### config.mk
export PLATFORM = sky130hd
export DESIGN_NAME = evtdet_top
export DESIGN_NICKNAME = d
export VERILOG_FILES = /design/src/rtl/evtdet_pkg.sv /design/src/rtl/evtdet_ctrl.sv /design/src/rtl/evtdet_sync.sv /design/src/rtl/evtdet_line.sv /design/src/rtl/evtdet_datapath.sv /design/src/rtl/evtdet_top.sv
export SDC_FILE = /design/constraint.sdc
export NUM_CORES = 1
export LEC_CHECK = 0
export BUFFER_PORTS_ARGS = -buffer_cell sky130_fd_sc_hd__buf_4
export CAP_MARGIN = 25
export CORE_UTILIZATION = 45
export CTS_CLUSTER_SIZE = 28
export DETAILED_ROUTE_END_ITERATION = 6
export GPL_TIMING_DRIVEN = 0
export MAX_ROUTING_LAYER = met4
export PLACE_DENSITY = 0.64
export SLEW_MARGIN = 25
export SYNTH_ARGS = -nofsm -noshare
export SYNTH_HDL_FRONTEND = slang
export SYNTH_HIERARCHICAL = 1
export SYNTH_SLANG_ARGS = --single-unit
### constraint.sdc
create_clock -name clk -period 1.7 [get_ports clk]
set_clock_uncertainty 0.1 [all_clocks]
set_input_delay 0.255 -clock clk [delete_from_list [all_inputs] [get_ports clk]]
set_output_delay 0.255 -clock clk [all_outputs]
set_load 0.05 [all_outputs]
### src/rtl/evtdet_pkg.sv
package evtdet_pkg;

  localparam int ADDR_W = 4;

  localparam logic [ADDR_W-1:0] A_MASK_ON   = 4'd0;
  localparam logic [ADDR_W-1:0] A_MASK_OFF  = 4'd1;
  localparam logic [ADDR_W-1:0] A_MASK_RD   = 4'd2;
  localparam logic [ADDR_W-1:0] A_ALT_ON    = 4'd3;
  localparam logic [ADDR_W-1:0] A_ALT_OFF   = 4'd4;
  localparam logic [ADDR_W-1:0] A_ALT_RD    = 4'd5;
  localparam logic [ADDR_W-1:0] A_KIND_EDGE = 4'd6;
  localparam logic [ADDR_W-1:0] A_KIND_LVL  = 4'd7;
  localparam logic [ADDR_W-1:0] A_KIND_RD   = 4'd8;
  localparam logic [ADDR_W-1:0] A_POL_LOW   = 4'd9;
  localparam logic [ADDR_W-1:0] A_POL_HIGH  = 4'd10;
  localparam logic [ADDR_W-1:0] A_POL_RD    = 4'd11;
  localparam logic [ADDR_W-1:0] A_STATUS    = 4'd12;

  // strobes from the decoder to the datapath
  typedef struct packed {
    logic              maskSet;
    logic              maskClr;
    logic              altSet;
    logic              altClr;
    logic              kindEdge;
    logic              kindLevel;
    logic              polLow;
    logic              polHigh;
    logic              rdGo;
    logic              statusRd;
    logic [ADDR_W-1:0] rdSel;
  } ctlStrobe_t;

endpackage

### src/rtl/evtdet_ctrl.sv
module evtdet_ctrl
  import evtdet_pkg::*;
(
  input  logic              clk,
  input  logic              rstN,
  input  logic [ADDR_W-1:0] regAddr,
  input  logic              regWrEn,
  input  logic              regRdEn,
  output ctlStrobe_t        ctl
);

  always_comb begin
    ctl           = '0;
    ctl.rdGo      = regRdEn;
    ctl.rdSel     = regAddr;
    ctl.statusRd  = regRdEn && (regAddr == A_STATUS);
    if (regWrEn) begin
      unique case (regAddr)
        A_MASK_ON:   ctl.maskSet   = 1'b1;
        A_MASK_OFF:  ctl.maskClr   = 1'b1;
        A_ALT_ON:    ctl.altSet    = 1'b1;
        A_ALT_OFF:   ctl.altClr    = 1'b1;
        A_KIND_EDGE: ctl.kindEdge  = 1'b1;
        A_KIND_LVL:  ctl.kindLevel = 1'b1;
        A_POL_LOW:   ctl.polLow    = 1'b1;
        A_POL_HIGH:  ctl.polHigh   = 1'b1;
        default:     ;
      endcase
    end
  end

  // a single write touches at most one configuration vector
  assert_one_write_R8: assert property (@(posedge clk) disable iff (!rstN)
    $onehot0({ctl.maskSet, ctl.maskClr, ctl.altSet, ctl.altClr,
              ctl.kindEdge, ctl.kindLevel, ctl.polLow, ctl.polHigh}));

  // status clearing only comes from a read strobe
  assert_clear_needs_read_R9: assert property (@(posedge clk) disable iff (!rstN)
    ctl.statusRd |-> regRdEn);

endmodule

### src/rtl/evtdet_sync.sv
module evtdet_sync #(
  parameter int NUM_LINES   = 32,
  parameter int SYNC_STAGES = 2
) (
  input  logic                 clk,
  input  logic                 rstN,
  input  logic [NUM_LINES-1:0] rawIn,
  output logic [NUM_LINES-1:0] syncOut
);

  logic [NUM_LINES-1:0] chain [SYNC_STAGES];

  always_ff @(posedge clk) begin
    if (!rstN) begin
      for (int s = 0; s < SYNC_STAGES; s++) chain[s] <= '0;
    end else begin
      chain[0] <= rawIn;
      for (int s = 1; s < SYNC_STAGES; s++) chain[s] <= chain[s-1];
    end
  end

  assign syncOut = chain[SYNC_STAGES-1];

endmodule

### src/rtl/evtdet_line.sv
module evtdet_line (
  input  logic nowVal,
  input  logic oldVal,
  input  logic altMode,
  input  logic levelKind,
  input  logic polHigh,
  output logic hit
);

  logic anyEdge, dirEdge, lvlMatch;

  always_comb begin
    anyEdge  = nowVal ^ oldVal;
    dirEdge  = polHigh ? (nowVal & ~oldVal) : (~nowVal & oldVal);
    lvlMatch = (nowVal == polHigh);
    if (!altMode)       hit = anyEdge;
    else if (levelKind) hit = lvlMatch;
    else                hit = dirEdge;
  end

endmodule

### src/rtl/evtdet_datapath.sv
module evtdet_datapath
  import evtdet_pkg::*;
#(
  parameter int NUM_LINES   = 32,
  parameter int SYNC_STAGES = 2
) (
  input  logic                 clk,
  input  logic                 rstN,
  input  logic [NUM_LINES-1:0] pinIn,
  input  logic [NUM_LINES-1:0] wrData,
  input  ctlStrobe_t           ctl,
  output logic [NUM_LINES-1:0] rdData,
  output logic                 irq
);

  localparam logic [NUM_LINES-1:0] ZERO = '0;

  logic [NUM_LINES-1:0] syncVal, prevVal, evtVec;
  logic [NUM_LINES-1:0] maskReg, altReg, kindReg, polReg, statusReg;
  logic [NUM_LINES-1:0] rdDataReg, rdMux;

  evtdet_sync #(.NUM_LINES(NUM_LINES), .SYNC_STAGES(SYNC_STAGES)) sync_i (
    .clk(clk), .rstN(rstN), .rawIn(pinIn), .syncOut(syncVal)
  );

  always_ff @(posedge clk) begin
    if (!rstN) prevVal <= '0;
    else       prevVal <= syncVal;
  end

  for (genvar g = 0; g < NUM_LINES; g++) begin : gLine
    evtdet_line line_i (
      .nowVal(syncVal[g]), .oldVal(prevVal[g]), .altMode(altReg[g]),
      .levelKind(kindReg[g]), .polHigh(polReg[g]), .hit(evtVec[g])
    );
  end

  // set/clear configuration vectors
  always_ff @(posedge clk) begin
    if (!rstN) begin
      maskReg <= '0;
      altReg  <= '0;
      kindReg <= '0;
      polReg  <= '0;
    end else begin
      if (ctl.maskSet)   maskReg <= maskReg | wrData;
      if (ctl.maskClr)   maskReg <= maskReg & ~wrData;
      if (ctl.altSet)    altReg  <= altReg | wrData;
      if (ctl.altClr)    altReg  <= altReg & ~wrData;
      if (ctl.kindLevel) kindReg <= kindReg | wrData;
      if (ctl.kindEdge)  kindReg <= kindReg & ~wrData;
      if (ctl.polHigh)   polReg  <= polReg | wrData;
      if (ctl.polLow)    polReg  <= polReg & ~wrData;
    end
  end

  // status: read clears, a same-cycle event wins
  always_ff @(posedge clk) begin
    if (!rstN) statusReg <= '0;
    else       statusReg <= (ctl.statusRd ? ZERO : statusReg) | evtVec;
  end

  always_comb begin
    unique case (ctl.rdSel)
      A_MASK_RD: rdMux = maskReg;
      A_ALT_RD:  rdMux = altReg;
      A_KIND_RD: rdMux = kindReg;
      A_POL_RD:  rdMux = polReg;
      A_STATUS:  rdMux = statusReg;
      default:   rdMux = '0;
    endcase
  end

  always_ff @(posedge clk) begin
    if (!rstN)         rdDataReg <= '0;
    else if (ctl.rdGo) rdDataReg <= rdMux;
  end

  assign rdData = rdDataReg;
  assign irq    = |(statusReg & maskReg);

  // after a status read only the newly detected events remain
  assert_read_clears_R5: assert property (@(posedge clk) disable iff (!rstN)
    ctl.statusRd |=> statusReg == $past(evtVec));

  // the returned word is the status before the clear
  assert_read_value_R5: assert property (@(posedge clk) disable iff (!rstN)
    ctl.statusRd |=> rdData == $past(statusReg));

  // a detected event always lands in the status vector
  assert_event_wins_R6: assert property (@(posedge clk) disable iff (!rstN)
    1'b1 |=> (statusReg & $past(evtVec)) == $past(evtVec));

  // without a status read no status bit is lost
  assert_sticky_R9: assert property (@(posedge clk) disable iff (!rstN)
    !ctl.statusRd |=> (statusReg & $past(statusReg)) == $past(statusReg));

  // a newly set bit always comes from a detected event
  assert_set_source_R2: assert property (@(posedge clk) disable iff (!rstN)
    1'b1 |=> (statusReg & ~$past(statusReg) & ~$past(evtVec)) == ZERO);

  // no mask, no interrupt
  assert_no_mask_no_irq_R7: assert property (@(posedge clk) disable iff (!rstN)
    (maskReg == ZERO) |-> !irq);

  // the mask moves only on its own writes
  assert_mask_stable_R8: assert property (@(posedge clk) disable iff (!rstN)
    !(ctl.maskSet || ctl.maskClr) |=> $stable(maskReg));

endmodule

### src/rtl/evtdet_top.sv
module evtdet_top
  import evtdet_pkg::*;
#(
  parameter int NUM_LINES   = 32,
  parameter int SYNC_STAGES = 2
) (
  input  logic                 clk,
  input  logic                 rstN,
  input  logic [NUM_LINES-1:0] pinIn,
  input  logic [ADDR_W-1:0]    regAddr,
  input  logic                 regWrEn,
  input  logic [NUM_LINES-1:0] regWrData,
  input  logic                 regRdEn,
  output logic [NUM_LINES-1:0] regRdData,
  output logic                 irq
);

  ctlStrobe_t ctl;

  evtdet_ctrl ctrl_i (
    .clk(clk), .rstN(rstN), .regAddr(regAddr),
    .regWrEn(regWrEn), .regRdEn(regRdEn), .ctl(ctl)
  );

  evtdet_datapath #(.NUM_LINES(NUM_LINES), .SYNC_STAGES(SYNC_STAGES)) dp_i (
    .clk(clk), .rstN(rstN), .pinIn(pinIn), .wrData(regWrData),
    .ctl(ctl), .rdData(regRdData), .irq(irq)
  );

  // interrupt is quiet in the cycle right after reset
  assert_reset_quiet_R1: assert property (@(posedge clk)
    !rstN |=> !irq);

endmodule

* Word level (Yosys, flattened, before mapping) *
Memory sizes are Yosys's and may differ from the RTL's.
Cells that the tools add are included.

cells by class
  equal/unequal tests = 44
  muxes and demuxes = 119
  bitwise operators = 173
  reduce and logical (&&, ||, !) cells = 7

operators by type and width
  cell                  number
  $mux W32              11
  $and A32 B32 Y32      5
  $or A32 B32 Y32       5
  $pmux W32 S5          1
  $mux W1               106
  $and A1 B1 Y1         64
  $not A1 Y1            64
  $eq A1 B1 Y1          32
  $not A32 Y32          1
  $reduce_or A32 Y1     1
  $xor A1 B1 Y1         32
  $eq A4 B4 Y1 const B  5
  $eq A4 B3 Y1 const B  4
  $eq A4 B2 Y1 const B  2
  $mux W8               1
  $reduce_bool A2 Y1    4
  $eq A4 B1 Y1 const B  1
  $logic_not A4 Y1      1
  $or A1 B1 Y1          2
  $logic_and A1 B1 Y1   1

word-level totals
  register bits after elaboration = 224
  RAM bits = 64
  input port bits = 72
  output and inout bits = 33
  memories kept = 1

memory list
  name               words  width  rd ports  clocked after memory_dff  wr ports  line               RTL
  dp_i.sync_i.chain  2      32     2         0                         2         evtdet_sync.sv:11  logic [NUM_LINES-1:0] chain [SYNC_STAGES];

* Longest topological paths before layout *
  depth after elaboration = 6
  gate-level depth with buffers = 7
  depth with buffers taken out = 6

* Modules after synthesis *
The synthesis kept the hierarchy.

by module, submodules not included
  module           instances  cells an instance  area each (µm²)  sequential area each (µm²)
  evtdet_datapath  1          1133               9062.4           4484.3
  evtdet_line      32         11                 81.3             0.0
  evtdet_sync      1          166                2031.9           1281.2
  evtdet_ctrl      1          21                 125.1            0.0

* Least setup slack after synthesis *
Ideal clock, no wire load.

  path kind = register to output
  from = register dp_i.statusReg[9]
  to = output irq
  data arrival time = 1334 ps
  data required time = 1345 ps
  slack = 11 ps
  stages on the path, launching flop included = 4
  cell sequence = dfxtp_1 a22oi_1 nand4_1 or4_1

between the ends
  longest elaborated chain between the ends = 2

ends and longest elaborated chain
  item                      line                   RTL
  start: declaration        evtdet_datapath.sv:19  logic [NUM_LINES-1:0] maskReg, altReg, kindReg, polReg, statusReg;
  start signal: assignment  evtdet_datapath.sv:60  else statusReg <= (ctl.statusRd ? ZERO : statusReg) | evtVec;
  $and A32 B32 Y32          evtdet_datapath.sv:80  assign irq = |(statusReg & maskReg);
  $reduce_or A32 Y1         evtdet_datapath.sv:80
  end: declaration          evtdet_top.sv:15       output logic irq

No other way between the ends.

==> results.toml <==
[outcome]
status = "finished with violations"
violations = "negative setup slack"

[timing]
max_freq_mhz = 418
slew_violations = 0
tightest_slew_ns = 0.794
setup_violations = 1
relSlewSlack_pct = 47.0
hold_viol = 0
rsz0062_at_grt = "yes"
finalHoldWorstSlack_ns = 0.0734
setup_slack_ns = -0.690
period_needed_ns = 2.39
min_period_over_period_pct = 141

[yosys]
yosys.area.top_type = "dfxtp_1"
ys_warn_count = 6
ys_async_sr_fraction_pct = 0
synth-seq-cells = 288
yosysUniqueCellTypes = 36
synthesis.nets = 1808
yosysSeqAreaShare_pct = 41.7
synth_ff_type = "dfxtp_1"
syn_avg_cell_area_um2 = 8.27
synth_most_common_cell = "nand2_1"
synth_top_cells_by_count = "289 x nand2_1, 288 x dfxtp_1, 134 x nor2_1"
yosys.area.top_type_share_pct = 41.7
synth.area.top_cells = "dfxtp_1 42%, nand2_1 7.8%, ha_1 5.8%"
synth-edff-count = 0
netlist_area_um2 = 13800
syn_inst = 1672

[power_and_ir_drop]
leakage_nw = 6.64
peakVddDrop_mv = 0.678
p_total_mw = 15.5
p_per_area_nw_per_um2 = 930

[global_routing]
grtUsageTotal_pct = 26.9
antenna_found_initial = 2
grt_pass1_wl_mm = 63.3
grt_pass1_vias = 11400
grt_remaining_overflow = 0
grt_max_degree = 15

[clock_network]
cts_made_buffers = 31
cts-root-buf = "clkbuf_16"
clockBufferDepth = 3
clk-insertion-delay-late_ns = 0.55
numClockSinks = 288
cts_tree = "built"
h-tree-depth = 1
cts.clk_slew.worst_paths_ns = 0.06

[critical_path]
path_max_fanout = 3
worstPathArrival_ns = 2.03
start_kind = "flop"
crit_type = "reg -> out"
required_ns = 1.34
reg2reg_from = "dp_i/sync_i/chain[0][63]$_SDFF_PN0_"
cp-end-kind = "output pin"

[floorplan]
dieWidth_um = 177
initial_core_util_pct = 46.1
die_height_um = 177
num_io_pins = 105
coreArea_um2 = 30000
rows = 63
die-area_um2 = 31400

[placed_design]
hpwl_mm = 28.3
gp_congestion = 0.902
dpl_worst_slack_ns = -0.507
port_buffers = 72

[drt]
drt_first_pass_iters = 7
antenna_left = 0
drt_wl_total_mm = 41.0
drc_errors = 0
drt-initial-drc-count = 1034
vias = 12200
wl_per_cell_um = 18.2
vias_per_cell = 5.39

[final_layout]
drive_gt1_share_pct = 18.4
area_delta_synth_final_pct = 20.2
post-route-util_pct = 55.5
fin_nets = 1981

[min_path]
min-delay-start = "regAddr[1]"
holdCritPathClass = "in -> reg"

[run]
maxCapViolCount = 0
-- kinds of logic (layout without fill, tap and decap cells) --
group	after synthesis	in the layout	share of synthesized area, %
fa+ha+maj	64	64	5.79
buf+inv	284	478	9.38
other cells	0	3	0
flops	288	288	41.7
simple gates	605	605	20.6
compound gates	431	431	22.6
-- final timing paths --
| path | to | slack [ns] | cells past startpoint |
|---|---|---|---|
| max reg2reg | dp_i/statusReg[31]$_SDFF_PN0_ | 0.26 | 6 |
| max | irq | -0.69 | 4 |
| min reg2reg | dp_i/sync_i/chain[0][62]$_SDFF_PN0_ | 0.34 | 1 |
| min | flop | 0.07 | 4 |
-- through the flow --
stage                     TNS, ns  instance area, um^2  cells
after global routing       -0.711                16600   2258
final                      -0.690                16600   2259
after detailed placement   -69.90                14900   2134
after CTS                  -0.666                16600   2255
after floorplan                 0                13800   1672
after global placement     -66.41                14900   2134
-- cell type report --
cell class / instances / area, um^2
fill: 2799 / 13300
multi-input combinational: 1100 / 6800
sequential: 288 / 5770
timing repair buffer: 140 / 1220
clock buffer: 48 / 960
buffer: 155 / 825
tap: 390 / 488
inverter: 129 / 484
clock inverter: 6 / 55.1
antenna: 3 / 7.51
-- critical path, cell delays in order (launching register included) --
cell and delay [ns]:
dfxtp_1 0.34, a22oi_2 0.28, nand4_1 0.13, or4_4 0.56, buf_8 0.17
-- layout by cell type (no fill, tap or decap), types with 4 or more instances in the layout --
master         Yosys  layout
a21oi_1          128     128
clkbuf_8           0      12
clkbuf_1          57      52
o21a_1            32      32
a22oi_1           78      70
and2_2            64      64
nand2_1          289     289
buf_2             19      19
nor2_1           134     134
a22o_1            31      31
and2_1            32      32
clkinv_2           0       5
nand4_1            4       4
clkbuf_2          36      46
a22oi_2            0       8
inv_1            129     129
nor2b_1           66      66
clkbuf_16          0      31
o21ai_0           64      64
dlygate4sd3_1      0      66
buf_4             37     110
dfxtp_2            0       7
a31oi_1           32      32
a311oi_2          32      32
dfxtp_1          288     281
o2111a_1          32      32
ha_1              64      64
-- layer usage --
layer	up-vias	track usage [%]	share of wire (%)
li1	5915	-	-
met1	5736	34.3	43
met2	450	43.9	47
met5	-	-	0
met3	68	3.87	7.9
met4	0	8.58	3.0
-- timing repair --
action,4_1_cts,5_1_grt
hold buffers,66,0
setup buffers,1,1
pin swaps,4,5
endpoints found under the hold margin,159,0
endpoints found under the setup margin,1,50
resized for setup,13,25
gates cloned,0,0
-- report_power, final --
| group | internal (mW) | switching, mW | total, mW | leakage, nW |
|---|---|---|---|---|
| clock network | 3.98 | 2.71 | 6.70 | 0.508 |
| registers | 6.98 | 0.192 | 7.18 | 2.35 |
| logic | 0.672 | 0.919 | 1.59 | 3.78 |
| total | 11.6 | 3.83 | 15.5 | 6.64 |
No activity file was read; power rests on OpenSTA's default activity.
